## config.mk

```make
export PLATFORM = sky130hd
export DESIGN_NAME = xbus_strobe_seq
export DESIGN_NICKNAME = d
export VERILOG_FILES = /design/src/rtl/xbs_pkg.sv /design/src/rtl/xbs_timing_decode.sv /design/src/rtl/xbs_fsm.sv /design/src/rtl/xbs_pins.sv /design/src/rtl/xbus_strobe_seq.sv
export SDC_FILE = /design/constraint.sdc
export NUM_CORES = 1
export LEC_CHECK = 0
export BUFFER_PORTS_ARGS = -buffer_cell sky130_fd_sc_hd__buf_2
export CAP_MARGIN = 20
export CORE_UTILIZATION = 30
export CTS_CLUSTER_SIZE = 24
export DETAILED_ROUTE_END_ITERATION = 8
export PLACE_DENSITY_LB_ADDON = 0.12
export SYNTH_ARGS = -nofsm -noshare
export SYNTH_HDL_FRONTEND = slang
export SYNTH_SLANG_ARGS = --single-unit
```

## constraint.sdc

```tcl
create_clock -name clk -period 1.7 [get_ports clk]
set_input_delay 0.17 -clock clk [delete_from_list [all_inputs] [get_ports clk]]
set_output_delay 0.17 -clock clk [all_outputs]
set_load 0.01 [all_outputs]
```

## src/rtl/xbs_pkg.sv

```systemverilog
package xbs_pkg;

   localparam int TW = 4;

   typedef enum logic [2:0] {
      ST_IDLE   = 3'd0,
      ST_ADDR   = 3'd1,
      ST_SETUP  = 3'd2,
      ST_STROBE = 3'd3,
      ST_HOLD   = 3'd4,
      ST_FIN    = 3'd5
   } xbs_state_e;

   typedef struct packed {
      logic [TW-1:0] pre;
      logic [TW-1:0] setup;
      logic [TW-1:0] hold;
   } xbs_timing_t;

   // Address delay in ticks; the reserved code behaves as zero.
   function automatic logic [TW-1:0] tac_ticks(input logic [1:0] code);
      if (code == 2'b11) return '0;
      return TW'({code, 1'b0});
   endfunction

   // Half-period write delay: 2*code+1 ticks.
   function automatic logic [TW-1:0] half_ticks(input logic [1:0] code);
      return TW'({code, 1'b1});
   endfunction

endpackage

```

## src/rtl/xbs_timing_decode.sv

```systemverilog
module xbs_timing_decode
   import xbs_pkg::*;
#(
   parameter int NS = 4,
   localparam int SW = (NS > 1) ? $clog2(NS) : 1
) (
   input  logic            is_write,
   input  logic [SW-1:0]   space,
   input  logic [1:0]      cfg_tac,
   input  logic [1:0]      cfg_wr_tim,
   input  logic [SW-1:0]   cfg_wr_space,
   input  logic [2*NS-1:0] cfg_rd_hold,
   input  logic [NS-1:0]   cfg_rec_en,
   output xbs_timing_t     tim
);

   logic [TW-1:0] rd_hold_t [NS];

   for (genvar g = 0; g < NS; g++) begin : g_rd_hold
      assign rd_hold_t[g] = TW'({cfg_rd_hold[2*g+1 -: 2], 1'b0});
   end

   logic adjusted;

   always_comb begin
      if (cfg_rec_en[space])
         adjusted = 1'b0;
      else if (is_write)
         adjusted = (space == cfg_wr_space);
      else
         adjusted = 1'b1;

      tim = '0;
      if (adjusted) begin
         tim.pre = tac_ticks(cfg_tac);
         if (is_write) begin
            tim.setup = half_ticks(cfg_wr_tim);
            tim.hold  = half_ticks(cfg_wr_tim);
         end else begin
            tim.hold  = rd_hold_t[space];
         end
      end
   end

endmodule

```

## src/rtl/xbs_fsm.sv

```systemverilog
module xbs_fsm
   import xbs_pkg::*;
#(
   parameter int STROBE_TICKS = 2
) (
   input  logic        clk,
   input  logic        rst_n,
   input  logic        start,
   input  xbs_timing_t tim_in,
   output xbs_state_e  state,
   output logic        strobe_end,
   output logic        done,
   output logic        busy
);

   localparam logic [TW-1:0] STROBE_LAST = TW'(STROBE_TICKS - 1);

   xbs_state_e    state_q, state_d;
   logic [TW-1:0] cnt_q, cnt_d;
   logic [TW-1:0] setup_q, hold_q;

   always_comb begin
      state_d = state_q;
      cnt_d   = cnt_q;
      unique case (state_q)
         ST_IDLE: begin
            if (start) begin
               if (tim_in.pre != '0) begin
                  state_d = ST_ADDR;
                  cnt_d   = tim_in.pre - 1'b1;
               end else if (tim_in.setup != '0) begin
                  state_d = ST_SETUP;
                  cnt_d   = tim_in.setup - 1'b1;
               end else begin
                  state_d = ST_STROBE;
                  cnt_d   = STROBE_LAST;
               end
            end
         end
         ST_ADDR: begin
            if (cnt_q != '0) cnt_d = cnt_q - 1'b1;
            else if (setup_q != '0) begin
               state_d = ST_SETUP;
               cnt_d   = setup_q - 1'b1;
            end else begin
               state_d = ST_STROBE;
               cnt_d   = STROBE_LAST;
            end
         end
         ST_SETUP: begin
            if (cnt_q != '0) cnt_d = cnt_q - 1'b1;
            else begin
               state_d = ST_STROBE;
               cnt_d   = STROBE_LAST;
            end
         end
         ST_STROBE: begin
            if (cnt_q != '0) cnt_d = cnt_q - 1'b1;
            else if (hold_q != '0) begin
               state_d = ST_HOLD;
               cnt_d   = hold_q - 1'b1;
            end else begin
               state_d = ST_FIN;
            end
         end
         ST_HOLD: begin
            if (cnt_q != '0) cnt_d = cnt_q - 1'b1;
            else state_d = ST_FIN;
         end
         ST_FIN:  state_d = ST_IDLE;
         default: state_d = ST_IDLE;
      endcase
   end

   always_ff @(posedge clk or negedge rst_n) begin
      if (!rst_n) begin
         state_q <= ST_IDLE;
         cnt_q   <= '0;
         setup_q <= '0;
         hold_q  <= '0;
      end else begin
         state_q <= state_d;
         cnt_q   <= cnt_d;
         if (state_q == ST_IDLE && start) begin
            setup_q <= tim_in.setup;
            hold_q  <= tim_in.hold;
         end
      end
   end

   assign state      = state_q;
   assign strobe_end = (state_q == ST_STROBE) && (cnt_q == '0);
   assign done       = (state_q == ST_FIN);
   assign busy       = (state_q != ST_IDLE);

endmodule

```

## src/rtl/xbs_pins.sv

```systemverilog
module xbs_pins
   import xbs_pkg::*;
#(
   parameter int NS = 4,
   parameter int AW = 16,
   parameter int DW = 16,
   localparam int SW = (NS > 1) ? $clog2(NS) : 1
) (
   input  xbs_state_e    state,
   input  logic          lat_write,
   input  logic [SW-1:0] lat_space,
   input  logic [AW-1:0] lat_addr,
   input  logic [DW-1:0] lat_wdata,
   output logic [AW-1:0] bus_addr,
   output logic [NS-1:0] bus_cs_n,
   output logic          bus_rw,
   output logic          bus_rd_n,
   output logic          bus_wr_n,
   output logic [DW-1:0] bus_wdata
);

   logic cs_on, dir_on, strobe_on;

   assign cs_on     = (state == ST_SETUP) || (state == ST_STROBE) || (state == ST_HOLD);
   assign dir_on    = cs_on || (state == ST_ADDR);
   assign strobe_on = (state == ST_STROBE);

   for (genvar g = 0; g < NS; g++) begin : g_cs
      assign bus_cs_n[g] = !(cs_on && (lat_space == SW'(g)));
   end

   assign bus_rw    = dir_on ? !lat_write : 1'b1;
   assign bus_rd_n  = !(strobe_on && !lat_write);
   assign bus_wr_n  = !(strobe_on && lat_write);
   assign bus_addr  = lat_addr;
   assign bus_wdata = lat_wdata;

endmodule

```

## src/rtl/xbus_strobe_seq.sv

```systemverilog
module xbus_strobe_seq
   import xbs_pkg::*;
#(
   parameter int NS = 4,
   parameter int AW = 16,
   parameter int DW = 16,
   localparam int SW = (NS > 1) ? $clog2(NS) : 1
) (
   input  logic            clk,
   input  logic            rst_n,
   input  logic            req_valid,
   input  logic            req_write,
   input  logic [SW-1:0]   req_space,
   input  logic [AW-1:0]   req_addr,
   input  logic [DW-1:0]   req_wdata,
   input  logic [1:0]      cfg_tac,
   input  logic [1:0]      cfg_wr_tim,
   input  logic [SW-1:0]   cfg_wr_space,
   input  logic [2*NS-1:0] cfg_rd_hold,
   input  logic [NS-1:0]   cfg_rec_en,
   output logic            busy,
   output logic            rsp_done,
   output logic [DW-1:0]   rsp_rdata,
   output logic [AW-1:0]   bus_addr,
   output logic [NS-1:0]   bus_cs_n,
   output logic            bus_rw,
   output logic            bus_rd_n,
   output logic            bus_wr_n,
   output logic [DW-1:0]   bus_wdata,
   input  logic [DW-1:0]   bus_din
);

   if (NS < 2 || NS > 8) begin : g_bad_ns
      $error("xbus_strobe_seq: NS must lie in 2..8");
   end
   if (AW < 1 || DW < 1) begin : g_bad_width
      $error("xbus_strobe_seq: AW and DW must be positive");
   end

   xbs_timing_t   tim_d;
   xbs_state_e    state;
   logic          strobe_end, fsm_busy, fsm_done, accept;
   logic          lat_write;
   logic [SW-1:0] lat_space;
   logic [AW-1:0] lat_addr;
   logic [DW-1:0] lat_wdata;

   assign accept = req_valid && !fsm_busy;

   xbs_timing_decode #(.NS(NS)) decode_i (
      .is_write     (req_write),
      .space        (req_space),
      .cfg_tac      (cfg_tac),
      .cfg_wr_tim   (cfg_wr_tim),
      .cfg_wr_space (cfg_wr_space),
      .cfg_rd_hold  (cfg_rd_hold),
      .cfg_rec_en   (cfg_rec_en),
      .tim          (tim_d)
   );

   xbs_fsm #(.STROBE_TICKS(2)) fsm_i (
      .clk        (clk),
      .rst_n      (rst_n),
      .start      (accept),
      .tim_in     (tim_d),
      .state      (state),
      .strobe_end (strobe_end),
      .done       (fsm_done),
      .busy       (fsm_busy)
   );

   always_ff @(posedge clk or negedge rst_n) begin
      if (!rst_n) begin
         lat_write <= 1'b0;
         lat_space <= '0;
         lat_addr  <= '0;
         lat_wdata <= '0;
         rsp_rdata <= '0;
      end else begin
         if (accept) begin
            lat_write <= req_write;
            lat_space <= req_space;
            lat_addr  <= req_addr;
            lat_wdata <= req_wdata;
         end
         if (strobe_end && !lat_write)
            rsp_rdata <= bus_din;
      end
   end

   xbs_pins #(.NS(NS), .AW(AW), .DW(DW)) pins_i (
      .state     (state),
      .lat_write (lat_write),
      .lat_space (lat_space),
      .lat_addr  (lat_addr),
      .lat_wdata (lat_wdata),
      .bus_addr  (bus_addr),
      .bus_cs_n  (bus_cs_n),
      .bus_rw    (bus_rw),
      .bus_rd_n  (bus_rd_n),
      .bus_wr_n  (bus_wr_n),
      .bus_wdata (bus_wdata)
   );

   assign busy     = fsm_busy;
   assign rsp_done = fsm_done;

endmodule

```

==> impl_metrics.csv <==
group,metric,value,unit
timing,finalCriticalPeriod,1.76,ns
worst_setup_path,crit_required,1.53,ns
global_route,grt_first_pass_wirelength,14.7,mm
synthesis,synthSimpleGateAreaFrac,0.220,
clock_network,root_buf_cell,"sky130_fd_sc_hd__clkbuf_8",
status,violations,"negative setup slack",
worst_setup_path,ff2ff_path_depth,9,
floorplanning,die_w,104,um
placement,placed_area,4190,um2
global_route,grt_usage,0.171,
floorplanning,die-area,10800,um2
synthesis,synth_edf_count,0,
layout,final.fill_count,992,
power_and_ir_drop,power.combinational.fraction,0.481,
synthesis,syn_avg_cell_area,9.32,um2
routing,number_of_detailed_routing_iterations_run_before_antenna_repair,4,
clock_network,cts_buffers,9,
worst_setup_path,cp-start-kind,"register",
floorplanning,floorplan.initialDensity,0.314,
routing,finalWirelength,8.61,mm
worst_setup_path,rr_endpoint,"fsm_i.cnt_q[1]",
job,timing.max_cap.violations,0,
routing,drt-initial-drc-count,130,
power_and_ir_drop,reported_net_switching_power,2.97,mW
timing,report.final.slew_viol_count,0,
clock_network,cts_max_path_buffers,2,
status,run_status,"finished, violations left",
power_and_ir_drop,p_seq_frac,0.327,
synthesis,flip_flop_cell_with_the_highest_count_after_synthesis,"sky130_fd_sc_hd__dfrtp_1",
power_and_ir_drop,netSwitchingFraction,0.376,
power_and_ir_drop,power-per-cell-area,1680,nW/um2
power_and_ir_drop,intPower,4.92,mW
worst_setup_path,cp.buffers_inverters,3,
worst_setup_path,path_cells,"or2_2, nor2_4, inv_1, buf_4, buf_2",
routing,ant_nets,0,
global_route,first_global_vias,3066,
placement,gpl.final_weighted_congestion,0.813,
worst_hold_path,min_path_cells,3,
timing,report.final.hold_viol_count,0,
global_route,gr-total-overflow,0,
synthesis,syn_inst,334,
timing,setup_viol_count_final,4,
routing,vias_per_cell,4.53,
clock_network,cts_max_level,3,
layout,final_net_count,588,
synthesis,combinational_family_with_the_most_area_after_synthesis,"simple AND/OR/NAND/NOR gates",
timing,worst_clock_skew,0.0115,ns
synthesis,post_synth_num_cell_types,50,
synthesis,post_synth_instance_area,3110,um2
global_route,antenna_found_initial,0,
worst_setup_path,arrival,1.59,ns
timing,finalWorstSetupSlack,-0.0576,ns
synthesis,share_of_synthesized_area_occupied_by_flip_flops_and_latches,0.506,
synthesis,synth_compound_gate_area_share,0.0888,
synthesis,yosysWarnings,0,
worst_setup_path,crit_path_end_kind,"primary output",
synthesis,postSynthNetCount,412,
clock_network,clkLatencyLatePin,0.34,ns
clock_network,tritoncts_clock_tree,"yes",
floorplanning,placementRows,36,
placement,port_buffer_count,128,
timing,unrepaired_setup_endpoints_after_global_routing,"yes",
worst_setup_path,highest_net_fanout_along_the_worst_path,4,
power_and_ir_drop,p_clk_frac,0.192,
timing,fmax,569,MHz
worst_setup_path,critPathSlowestCell,"sky130_fd_sc_hd__dfrtp_1",
layout,layout.cell_area.non_filler,4690,um2
worst_hold_path,whs_endpoint,"lat_addr[12]",
timing,finalCritPeriodShare,1.03,
floorplanning,core_area,9910,um2
timing,max-slew-margin-rel,0.743,
placement,place_ws,-0.139,ns
worst_hold_path,hold_path.startpoint,"req_addr[12]",
layout,proportion_of_layout_cells_with_a_drive_suffix_above_1,0.458,
worst_setup_path,crit_type,"register to primary output",
global_route,pin_count_of_the_biggest_net_entering_global_routing,50,
layout,growth_of_design_area_from_synthesis_to_finish,50.6,%
worst_setup_path,worstSetupStartpoint,"fsm_i.state[1]",
worst_hold_path,hold_path_class,"input pin to register",
synthesis,synth_fa_ha_area_frac,0.0309,
power_and_ir_drop,peakVddDrop,0.711,mV
synthesis,async_flop_share,1.00,
layout,antennaDiodeCount,0,
routing,drcViolationCount,0,
routing,route.vias.total,2936,
synthesis,synth_seq_cells,63,
floorplanning,design.portCount,129,
clock_network,cts_sinks,63,
layout,final_common_cell,"sky130_fd_sc_hd__buf_2",
floorplanning,die_h,104,um
layout,area_of_the_multi_input_gates,1520,um2
power_and_ir_drop,p_leak,2.42,nW
synthesis,synth.area.mux_share,0.0888,
routing,route.detailed.wl_per_inst,13.3,um
worst_setup_path,timing.rr.start,"fsm_i.cnt_q[1]",
worst_setup_path,cpLargestDelayFamily,"simple AND/OR/NAND/NOR gates",
layout,register_area,1580,um2
worst_setup_path,reg2reg_slack,0.01,ns
timing,tightestPinTransition,0.385,ns
synthesis,synth_xor_xnor_area_share,0.0113,
placement,hpwl_after_detailed_placement,6.22,mm
clock_network,clk_pin_slew,0.07,ns
layout,most-common-layout-cells,"sky130_fd_sc_hd__buf_2 (128), sky130_fd_sc_hd__nand2_1 (126), sky130_fd_sc_hd__dfrtp_1 (63)",
worst_setup_path,cpPeakStageDelay,0.41,ns
==> power groups by stage <==
stage / clock network (mW) / registers, mW / logic [mW]
2_1_floorplan: 0 / 2.85 / 1.76
5_1_grt: 1.66 / 2.68 / 4.22
6_report: 1.52 / 2.58 / 3.79
3_5_place_dp: 0 / 2.59 / 3.53
4_1_cts: 1.58 / 2.57 / 3.72
3_3_place_gp: 0 / 2.57 / 3.49
==> per-stage QoR <==
stage	power (mW)	util	hold slack (ns)	cells	TNS [ns]
6_report	7.89	0.473	0.0142	648	-0.149
2_1_floorplan	4.61	-	-0.126	334	-0.574
4_1_cts	7.88	0.465	0.000232	646	-0.310
5_1_grt	8.56	0.473	0.000689	648	-1.42
3_3_place_gp	6.06	0.423	0.114	616	-0.153
3_5_place_dp	6.12	0.423	0.120	616	-0.319
==> worst max path at each step <==
stage,end,slack (ns),cells after the start
3_3_place_gp,fsm_i.cnt_q[3],-0.06,8
2_1_floorplan,rsp_rdata[10],-0.05,7
3_5_place_dp,fsm_i.cnt_q[3],-0.14,8
6_report,busy,-0.06,5
4_1_cts,busy,-0.07,5
5_1_grt,bus_cs_n[1],-0.14,8
==> synth_stat cells (2+ instances only) <==
library cell | n | area share
sky130_fd_sc_hd__nand2_1 | 128 | 0.15
sky130_fd_sc_hd__dfrtp_1 | 63 | 0.51
sky130_fd_sc_hd__mux2_2 | 17 | 0.061
sky130_fd_sc_hd__inv_1 | 13 | 0.016
sky130_fd_sc_hd__nor2_1 | 11 | 0.013
sky130_fd_sc_hd__a21oi_1 | 8 | 0.013
sky130_fd_sc_hd__clkbuf_1 | 8 | 0.0096
sky130_fd_sc_hd__o21ai_0 | 7 | 0.011
sky130_fd_sc_hd__ha_1 | 6 | 0.024
sky130_fd_sc_hd__nand3_1 | 6 | 0.0096
sky130_fd_sc_hd__buf_6 | 5 | 0.018
sky130_fd_sc_hd__o22ai_1 | 4 | 0.0080
sky130_fd_sc_hd__a311oi_1 | 3 | 0.0084
sky130_fd_sc_hd__a31oi_1 | 3 | 0.0060
sky130_fd_sc_hd__nor3_1 | 3 | 0.0048
sky130_fd_sc_hd__xnor2_1 | 3 | 0.0084
sky130_fd_sc_hd__a21o_1 | 2 | 0.0048
sky130_fd_sc_hd__and3_1 | 2 | 0.0040
sky130_fd_sc_hd__buf_1 | 2 | 0.0024
sky130_fd_sc_hd__buf_2 | 2 | 0.0032
sky130_fd_sc_hd__mux4_1 | 2 | 0.017
sky130_fd_sc_hd__nand2b_1 | 2 | 0.0040
sky130_fd_sc_hd__nand3b_1 | 2 | 0.0048
sky130_fd_sc_hd__nor2b_1 | 2 | 0.0040
sky130_fd_sc_hd__o21ai_1 | 2 | 0.0032
sky130_fd_sc_hd__o31ai_1 | 2 | 0.0048
sky130_fd_sc_hd__or2_2 | 2 | 0.0040
sky130_fd_sc_hd__or3_1 | 2 | 0.0040
==> area by class of cell <==
class	count	share of cell area
Inverter	13	0.0109
Clock buffer	10	0.0294
Timing Repair Buffer	184	0.244
Multi-Input combinational cell	239	0.324
Clock inverter	6	0.0197
Sequential cell	63	0.336
Tap cell	133	0.0355
==> routing by layer <==
| metal | wire [um] | up-vias | global-route usage |
|---|---|---|---|
| li1 | - | 1465 | - |
| met4 | 120 | 0 | 0.0510 |
| met2 | 3990 | 90 | 0.284 |
| met5 | 0 | - | 0 |
| met1 | 4010 | 1369 | 0.215 |
| met3 | 486 | 12 | 0.0501 |
==> what timing repair did <==
item / CTS / global route
gates resized for setup: 11 / 14
hold endpoints to repair: 23 / 1
hold buffers: 10 / 1
pin swaps: 3 / 5
endpoints found under the setup margin: 24 / 48
buffers inserted: 4 / 1
==> sequential cells by signal, indices dropped and copies added, names as in the netlist <==
register       count
rsp_rdata         16
fsm_i.cnt_q        4
lat_wdata         16
lat_space          2
fsm_i.hold_q       2
lat_write          1
fsm_i.state        3
lat_addr          16
fsm_i.setup_q      3
==> logic make-up (layout without fill, tap and decap cells) <==
kind of cell / after synthesis / in the layout
mux: 21 / 21
buf+inv: 32 / 213
compound gates: 41 / 41
fa+ha+maj: 8 / 8
xor+xnor: 4 / 4
simple gates: 165 / 165
flops: 63 / 63
==> worst reg2reg max path: stages, from the launching register on <==
cell,delay [ns]
sky130_fd_sc_hd__dfrtp_1,0.39
sky130_fd_sc_hd__inv_2,0.08
sky130_fd_sc_hd__ha_4,0.15
sky130_fd_sc_hd__nor3b_4,0.19
sky130_fd_sc_hd__buf_6,0.15
sky130_fd_sc_hd__buf_4,0.14
sky130_fd_sc_hd__nand3_1,0.09
sky130_fd_sc_hd__o22ai_2,0.10
sky130_fd_sc_hd__o32ai_1,0.10
sky130_fd_sc_hd__o31ai_1,0.20
Note: power is estimated with default switching activity, not from simulation.
